--- src/rtl/fbrg_pkg.sv ---
package fbrg_pkg;
  typedef enum logic {
    OS_X16 = 1'b0,
    OS_X8  = 1'b1
  } os_mode_e;
endpackage

--- src/rtl/fbrg_cfg_reg.sv ---
module fbrg_cfg_reg
  import fbrg_pkg::*;
#(
  parameter int DIV_W   = 16,
  parameter int FRAC_W  = 4,
  parameter int RST_DIV = 0,
  localparam int MANT_W = DIV_W - FRAC_W
) (
  input  logic              clk,
  input  logic              rst,
  input  logic              cfg_we,
  input  logic [DIV_W-1:0]  cfg_div,
  input  logic              cfg_os8,
  output logic [MANT_W-1:0] mant_eff,
  output logic [FRAC_W-1:0] inc_eff,
  output os_mode_e          mode_eff,
  output logic [MANT_W-1:0] mant_q,
  output logic              restart,
  output logic              active
);
  logic [DIV_W-1:0] div_q;
  os_mode_e         mode_q;
  logic             start_q;
  logic [DIV_W-1:0] div_eff;

  always_ff @(posedge clk) begin
    if (rst) begin
      div_q   <= DIV_W'(RST_DIV);
      mode_q  <= OS_X16;
      start_q <= 1'b1;
    end else begin
      start_q <= 1'b0;
      if (cfg_we) begin
        div_q  <= cfg_div;
        mode_q <= os_mode_e'(cfg_os8);
      end
    end
  end

  // a write is seen by the counters at the same edge that stores it
  always_comb begin
    div_eff  = cfg_we ? cfg_div : div_q;
    mode_eff = cfg_we ? os_mode_e'(cfg_os8) : mode_q;
    mant_eff = div_eff[DIV_W-1:FRAC_W];
    // fraction expressed in units of 1/2**FRAC_W; 8x mode drops the top bit
    if (mode_eff == OS_X8) inc_eff = {div_eff[FRAC_W-2:0], 1'b0};
    else                   inc_eff = div_eff[FRAC_W-1:0];
  end

  assign mant_q  = div_q[DIV_W-1:FRAC_W];
  assign restart = cfg_we | start_q;
  assign active  = (mant_eff != '0);
endmodule

--- src/rtl/fbrg_frac_acc.sv ---
module fbrg_frac_acc
  import fbrg_pkg::*;
#(
  parameter int FRAC_W = 4
) (
  input  logic              clk,
  input  logic              rst,
  input  logic              restart,
  input  logic              wrap,
  input  logic [FRAC_W-1:0] inc,
  input  os_mode_e          mode,
  output logic              extra
);
  logic [FRAC_W-1:0] acc_q;
  logic [FRAC_W:0]   sum;

  assign sum   = {1'b0, acc_q} + {1'b0, inc};
  assign extra = sum[FRAC_W];

  always_ff @(posedge clk) begin
    if (rst)          acc_q <= '0;
    else if (restart) acc_q <= inc;  // first period never carries
    else if (wrap)    acc_q <= sum[FRAC_W-1:0];
  end

  // in 8x mode only even sixteenths are ever added
  p_acc_even_r2: assert property (@(posedge clk) disable iff (rst)
    (!restart && mode == OS_X8) |-> !acc_q[0]);
endmodule

--- src/rtl/fbrg_period_cnt.sv ---
module fbrg_period_cnt #(
  parameter int MANT_W = 12
) (
  input  logic              clk,
  input  logic              rst,
  input  logic              restart,
  input  logic              active,
  input  logic [MANT_W-1:0] mant,
  input  logic              extra,
  output logic              wrap,
  output logic              os_tick
);
  localparam logic [MANT_W-1:0] ONE = MANT_W'(1);
  logic [MANT_W-1:0] cnt_q;

  assign wrap = active && !restart && (cnt_q == '0);

  always_ff @(posedge clk) begin
    if (rst) begin
      cnt_q   <= '0;
      os_tick <= 1'b0;
    end else begin
      os_tick <= wrap;
      if (restart)     cnt_q <= active ? (mant - ONE) : '0;
      else if (wrap)   cnt_q <= mant - ONE + MANT_W'(extra);
      else if (active) cnt_q <= cnt_q - ONE;
    end
  end

  // a period never exceeds M+1 cycles
  p_cnt_bound_r3: assert property (@(posedge clk) disable iff (rst)
    (!restart && active) |-> (cnt_q <= mant));
endmodule

--- src/rtl/fbrg_bit_div.sv ---
module fbrg_bit_div
  import fbrg_pkg::*;
#(
  parameter int FRAC_W = 4
) (
  input  logic     clk,
  input  logic     rst,
  input  logic     restart,
  input  logic     wrap,
  input  os_mode_e mode,
  output logic     bit_tick
);
  localparam logic [FRAC_W-1:0] LAST16 = FRAC_W'((2 ** FRAC_W) - 1);
  localparam logic [FRAC_W-1:0] LAST8  = FRAC_W'((2 ** (FRAC_W - 1)) - 1);

  logic [FRAC_W-1:0] phase_q;
  logic [FRAC_W-1:0] last;
  logic              at_last;

  assign last    = (mode == OS_X8) ? LAST8 : LAST16;
  assign at_last = (phase_q == last);

  always_ff @(posedge clk) begin
    if (rst) begin
      phase_q  <= '0;
      bit_tick <= 1'b0;
    end else begin
      bit_tick <= wrap && at_last;
      if (restart)   phase_q <= '0;
      else if (wrap) phase_q <= at_last ? '0 : phase_q + FRAC_W'(1);
    end
  end

  // oversample phase stays inside the selected ratio
  p_phase_bound_r5: assert property (@(posedge clk) disable iff (rst)
    !restart |-> (phase_q <= last));
endmodule

--- src/rtl/frac_baud_gen.sv ---
module frac_baud_gen
  import fbrg_pkg::*;
#(
  parameter int DIV_W   = 16,
  parameter int FRAC_W  = 4,
  parameter int RST_DIV = 0
) (
  input  logic             clk,
  input  logic             rst,
  input  logic             cfg_we,
  input  logic [DIV_W-1:0] cfg_div,
  input  logic             cfg_os8,
  output logic             os_tick,
  output logic             bit_tick
);
  localparam int MANT_W = DIV_W - FRAC_W;

  logic [MANT_W-1:0] mant_eff;
  logic [MANT_W-1:0] mant_q;
  logic [FRAC_W-1:0] inc_eff;
  os_mode_e          mode_eff;
  logic              restart;
  logic              active;
  logic              extra;
  logic              wrap;

  fbrg_cfg_reg #(.DIV_W(DIV_W), .FRAC_W(FRAC_W), .RST_DIV(RST_DIV)) u_cfg (
    .clk(clk), .rst(rst), .cfg_we(cfg_we), .cfg_div(cfg_div), .cfg_os8(cfg_os8),
    .mant_eff(mant_eff), .inc_eff(inc_eff), .mode_eff(mode_eff), .mant_q(mant_q),
    .restart(restart), .active(active)
  );

  fbrg_frac_acc #(.FRAC_W(FRAC_W)) u_acc (
    .clk(clk), .rst(rst), .restart(restart), .wrap(wrap), .inc(inc_eff),
    .mode(mode_eff), .extra(extra)
  );

  fbrg_period_cnt #(.MANT_W(MANT_W)) u_cnt (
    .clk(clk), .rst(rst), .restart(restart), .active(active), .mant(mant_eff),
    .extra(extra), .wrap(wrap), .os_tick(os_tick)
  );

  fbrg_bit_div #(.FRAC_W(FRAC_W)) u_bit (
    .clk(clk), .rst(rst), .restart(restart), .wrap(wrap), .mode(mode_eff),
    .bit_tick(bit_tick)
  );

  // a bit boundary is always also an oversample point
  p_bit_on_os_r5: assert property (@(posedge clk) disable iff (rst)
    bit_tick |-> os_tick);

  // zero whole part keeps both strobes quiet
  p_idle_quiet_r7: assert property (@(posedge clk) disable iff (rst)
    (mant_q == '0) |-> (!os_tick && !bit_tick));

  // strobe lasts one cycle whenever a period is longer than one clock
  p_strobe_single_r3: assert property (@(posedge clk) disable iff (rst)
    (os_tick && !restart && mant_q > MANT_W'(1)) |=> !os_tick);
endmodule

--- config.mk ---
export PLATFORM = sky130hd
export DESIGN_NAME = frac_baud_gen
export DESIGN_NICKNAME = d
export VERILOG_FILES = /design/src/rtl/fbrg_pkg.sv /design/src/rtl/fbrg_cfg_reg.sv /design/src/rtl/fbrg_frac_acc.sv /design/src/rtl/fbrg_period_cnt.sv /design/src/rtl/fbrg_bit_div.sv /design/src/rtl/frac_baud_gen.sv
export SDC_FILE = /design/constraint.sdc
export NUM_CORES = 1
export LEC_CHECK = 0
export CORE_MARGIN = 2
export CORE_UTILIZATION = 63
export CTS_CLUSTER_DIAMETER = 80
export DETAILED_ROUTE_END_ITERATION = 7
export PLACE_DENSITY_LB_ADDON = 0.25
export SYNTH_ARGS = -nofsm -noshare
export SYNTH_HDL_FRONTEND = slang
export SYNTH_SLANG_ARGS = --single-unit
--- constraint.sdc ---
create_clock -name clk -period 10.97 [get_ports clk]
set_clock_uncertainty 0.05 [all_clocks]
set_input_delay 2.194 -clock clk [delete_from_list [all_inputs] [get_ports clk]]
set_output_delay 2.194 -clock clk [all_outputs]
set_load 0.02 [all_outputs]
* After elaboration in Yosys (flattened, before gate mapping)
Cells that the tools add are included.
** Word-level totals
- Register bits after elaboration :: 40
- Input bits :: 20
- Output and inout bits :: 2
- Logic and storage cells :: 36
** Operators by class
- Add/sub/neg operators :: 5
- Equality and inequality tests :: 1
- Muxes and demuxes :: 12
- Bitwise gates (word level) :: 1
- Reductions and logical operators :: 9
** Operator list (count)
- 12-bit 2-to-1 mux :: 4
- 12-bit by 1-bit subtractor with 12-bit output (second input constant) :: 2
- 4-bit 2-to-1 mux :: 5
- 16-bit 2-to-1 mux :: 1
- 12-bit by 1-bit adder with 12-bit output :: 1
- 12-bit logical NOT :: 1
- 12-bit nonzero test :: 1
- 4-bit by 4-bit adder with 5-bit output :: 1
- 4-bit by 1-bit adder with 4-bit output (second input constant) :: 1
- 4-bit equality test :: 1
- 1-bit logical AND :: 3
- 3-bit nonzero test :: 1
- 1-bit 2-to-1 mux :: 2
- 2-bit nonzero test :: 1
- 2-bit OR reduction :: 1
- 1-bit logical NOT :: 1
- 1-bit bitwise OR :: 1

* Logic depth before layout (Yosys ltp)
- Word-level depth :: 6
- Mapped depth :: 17
- Mapped depth without buffers :: 14

* Hierarchy
From an unflattened synthesis, not the netlist that was laid out.
** Unflattened totals
- Cell total of the unflattened synthesis :: 358
- Area total of the unflattened synthesis :: 2962.8 µm²
** Modules (own cells, without submodules)
- fbrg_period_cnt :: instances 1, cells an instance 196, area each 1417.6 µm², sequential area each 260.2 µm²
- fbrg_cfg_reg :: instances 1, cells an instance 104, area each 1014.7 µm², sequential area each 360.3 µm²
- fbrg_frac_acc :: instances 1, cells an instance 37, area each 322.8 µm², sequential area each 80.1 µm²
- fbrg_bit_div :: instances 1, cells an instance 21, area each 207.7 µm², sequential area each 100.1 µm²

* Worst setup path before layout
No wires, ideal clock.
- Path type :: input to register
- From :: input port cfg_we
- To :: register u_cnt.cnt_q[9]
- Library setup time :: 114 ps
- Arrival :: 5589 ps
- Required time :: 10806 ps
- Setup slack :: 5217 ps
- Stages on the path :: 13
- Buffers on the path :: 4
- Path through :: buf_6 buf_6 clkbuf_1 clkbuf_1 mux2i_1 ha_1 nor4b_2 o21ai_0 o32ai_1 o211ai_1 or3_1 xnor2_1 a21o_1
** On the way
- Cells in the longest elaborated chain, start to end :: 6
- Elaborated cells between the ends (all ways) :: 15
- Classes of those cells :: add/sub: 3; mux: 6; bitwise: 1; reduce/logical: 5
** RTL lines
- start, declared :: line frac_baud_gen.sv:10 : input logic cfg_we,
- parallel branches: the longest is 6 deep, another holds 12-bit by 1-bit subtractor with 12-bit output
- end signal, assigned :: line fbrg_period_cnt.sv:24 : if (restart) cnt_q <= active ? (mant - ONE) : '0;
- end signal, assigned :: line fbrg_period_cnt.sv:25 : else if (wrap) cnt_q <= mant - ONE + MANT_W'(extra);
- end signal, assigned :: line fbrg_period_cnt.sv:26 : else if (active) cnt_q <= cnt_q - ONE;
- end, declared :: line fbrg_period_cnt.sv:14 : logic [MANT_W-1:0] cnt_q;
Parallel ways; which one is timed is not known.
A chain may end at the register's enable or synchronous reset.

* Final worst setup path
- From :: input port cfg_we
- To :: register u_cnt.cnt_q[10]
The elaborated chain is that of the path after synthesis.

==> flow_summary.yaml <==
status:
  status: "complete, no violations"
power:
  p_int_w: 0.000290
  sw_frac_of_total_pct: 28.5
  clkPwrFrac_pct: 34.8
  powerDensity_nw_per_um2: 129
  peakVddDrop_mv: 0.0773
  p_total_w: 0.000405
  p_switching_w: 0.000115
  seq_power_share_pct: 40.7
  p_leak_nw: 1.22
  p_comb_share_pct: 24.4
run:
  cap_violations: 0
critical_path:
  required_ns: 11.11
  worstPathMaxFanout: 44
  cp-start-kind: "primary input"
  rrSetupSlack_ns: 7.76
  cp_cell_sequence: "buf_2, mux2i_1, ha_1, nor4b_2, o21ai_0, o32ai_1, o211ai_1, o311ai_0, nand3b_1, a22o_1"
  crit_buf_inv: 1
  cp_data_arrival_time_ns: 5.71
  regToRegStartpoint: "u_cfg.div_q[4]"
  cp_top_family: "compound AO/OA/AOI/OAI gates"
  critPathKind: "in -> reg"
  cp.depth: 10
  slowest_delay_ns: 0.63
  slowest_stage: "buf_2"
  r2r_end: "u_cnt.cnt_q[10]"
  rr_worst_depth: 9
  endpoint_kind: "register"
global_routing:
  grt_max_degree: 45
  grt_overflow: 0
  track_usage_pct: 27.3
  grt_pass1_vias: 2456
  grt_pass1_wl_um: 11000
  antenna_found_initial: 0
sta:
  maxSlewViolCount: 0
  final_hold_viol_count: 0
  setup_viol: 0
  timing.final.ws_setup_ns: 5.40
  fin_crit_sh_pct: 50.8
  rsz0062_at_grt: "no"
  period_minus_slack_ns: 5.57
  slew-limit-headroom_pct: 44.0
  finalSetupTns_ns: 0
  worst_pin_slew_ns: 0.841
  clock.fmax_ghz: 0.180
logic_synthesis:
  ys_warn_count: 0
  syn-cell-area_sq_um: 2810
  synth-seq-cells: 40
  synth_cell_types: 70
  synthArstFlopShare_pct: 0
  yosysSeqAreaShare_pct: 28.5
  synth.area.top_cells: "dfxtp_1, mux2i_1, nor2_1, ha_1, nand2_1"
  synth_nets: 368
  yosysMostFrequentCell: "dfxtp_1"
  netlist_instances: 337
  synth_edf_count: 0
  synthTopCellsByCount: "dfxtp_1, nor2_1, nand2_1"
  synth_top_area_share_pct: 28.5
  synth_ff_type: "dfxtp_1"
  avgSynthCellArea_sq_um: 8.33
  synth_top_area_cell: "dfxtp_1"
clock_network:
  cts.repair.resized: 0
  cts.clk_slew.worst_paths_ns: 0.08
  clockBufferDepth: 2
  hold_buffers: 0
  cts.sinks: 40
  ctsRootBufferMaster: "clkbuf_8"
  cts_tree: "built"
  numCtsBuffers: 5
  cts_setup_buffers: 0
  cts_max_level: 2
  clk_latency_ns: 0.30
finish:
  synthToLayoutAreaGrowth_pct: 12.0
  drive_above_1_share_pct: 8.55
  multi_input_area_sq_um: 1910
  design_area_sq_um: 3150
  regArea_sq_um: 801
  fill_cells: 339
  antenna_cells: 0
  nets: 382
placed_design:
  pre_cts_ws_ns: 5.15
  port_buffers: 21
  place.gp.congestion: 0.880
  hpwlAfterDp_um: 4730
  placed_area_sq_um: 3020
die:
  dieArea_sq_um: 5010
  die_h_um: 70.8
  ios: 22
  start_util_pct: 64.9
  rows: 24
  core-area_sq_um: 4320
  die_width_um: 70.8
detailed_routing:
  antenna_left: 0
  wl_per_cell_um: 16.2
  drc: 0
  firstDrtPassIters: 6
  wirelength_um: 6530
  routed_via_density: 6.49
  drt_iter0_drc: 196
  vias: 2616
hold_path:
  min_to: "u_cnt.cnt_q[3]"
  hold_path_depth: 2
  min_from: "u_cnt.cnt_q[3]"
  hold_path.class: "reg -> reg"
[registers in the layout (all words and copies together), names as in the netlist]
signal and cells:
u_cfg.div_q 16, u_cnt.cnt_q 12, u_acc.acc_q 4, u_bit.phase_q 4, u_bit.bit_tick 1, u_cfg.mode_q 1
u_cfg.start_q 1, u_cnt.os_tick 1
[final cells by class]
| class | instances | share of cell area, % |
|---|---|---|
| clock buffer | 5 | 2.19 |
| multi-input combinational | 275 | 60.7 |
| tap | 52 | 2.07 |
| inverter | 6 | 0.716 |
| timing repair buffer | 23 | 7.00 |
| sequential | 40 | 25.5 |
| clock inverter | 2 | 1.91 |
[worst register-to-register path, stage by stage, from the launching register on]
cell      delay (ns)
dfxtp_1         0.34
mux2i_1         0.33
ha_1            0.28
nor4b_2         0.41
o21ai_0         0.23
o32ai_1         0.44
o211ai_1        0.30
o311ai_0        0.38
nand3b_1        0.12
a22o_1          0.22
[power groups by stage]
stage / Sequential (W) / Combinational [W] / Clock [W]
after global placement: 0.000168 / 0.0000946 / 0
after global routing: 0.000167 / 0.000109 / 0.000151
after detailed placement: 0.000168 / 0.0000969 / 0
after floorplan: 0.000166 / 0.0000734 / 0
after CTS: 0.000165 / 0.0000980 / 0.000142
final: 0.000165 / 0.0000990 / 0.000141
[how the worst max path moves through the flow]
| stage | endpoint | slack [ns] | start |
|---|---|---|---|
| floorplan | u_cnt.cnt_q[9] | 5.22 | cfg_we |
| global placement | u_cnt.cnt_q[9] | 5.31 | cfg_we |
| detailed placement | u_cnt.cnt_q[10] | 5.15 | cfg_we |
| CTS | u_cnt.cnt_q[10] | 5.43 | cfg_we |
| global route | u_cnt.cnt_q[10] | 5.15 | cfg_we |
| finish | u_cnt.cnt_q[10] | 5.40 | cfg_we |
[placed cells by master (no fill, tap or decap), drive strengths merged, types with 4 or more instances in the layout]
| cell type | netlist | final |
|---|---|---|
| nor3b | 5 | 5 |
| or4 | 5 | 5 |
| nor2b | 7 | 7 |
| dfxtp | 40 | 40 |
| mux2 | 6 | 6 |
| inv | 6 | 6 |
| clkbuf | 12 | 5 |
| clkdlybuf4s50 | 0 | 20 |
| o22ai | 4 | 4 |
| a211oi | 5 | 5 |
| nor3 | 12 | 12 |
| ha | 10 | 10 |
| xnor2 | 12 | 12 |
| mux2i | 19 | 19 |
| and3 | 4 | 4 |
| o211ai | 7 | 7 |
| and2 | 4 | 4 |
| a21o | 4 | 4 |
| o21ai | 11 | 11 |
| nor2 | 38 | 38 |
| nand2 | 29 | 29 |
| nand3 | 12 | 12 |
| xor2 | 7 | 7 |
| nor4 | 5 | 5 |
| or3 | 11 | 11 |
| a21oi | 13 | 13 |
[cells by family (layout without fill, tap and decap cells)]
group / Yosys count / after routing / share of synthesized area (%)
buffers and inverters: 22 / 36 / 3.52
AO/OA/AOI/OAI: 75 / 75 / 19.3
AND/OR/NAND/NOR: 145 / 145 / 28.3
flip-flops: 40 / 40 / 28.5
adder cells (fa/ha/maj): 11 / 11 / 5.17
multiplexers: 25 / 25 / 9.18
XOR/XNOR: 19 / 19 / 5.93
[stage by stage]
| step | instances | hold slack, ns | util (%) |
|---|---|---|---|
| floorplan | 337 | 0.402 | - |
| global placement | 396 | 0.417 | 69.8 |
| detailed placement | 396 | 0.427 | 69.8 |
| CTS | 403 | 0.445 | 72.7 |
| global route | 403 | 0.468 | 72.7 |
| finish | 403 | 0.444 | 72.7 |
[layer usage]
| layer | part of all wire (%) | track usage (%) | vias up |
|---|---|---|---|
| met5 | 0 | 0 | - |
| met4 | 3.5 | 14.0 | 0 |
| met3 | 5.1 | 4.84 | 28 |
| met2 | 50 | 45.6 | 85 |
| met1 | 42 | 33.7 | 1215 |
| li1 | - | - | 1288 |
Power figures use the tool's default switching activity.
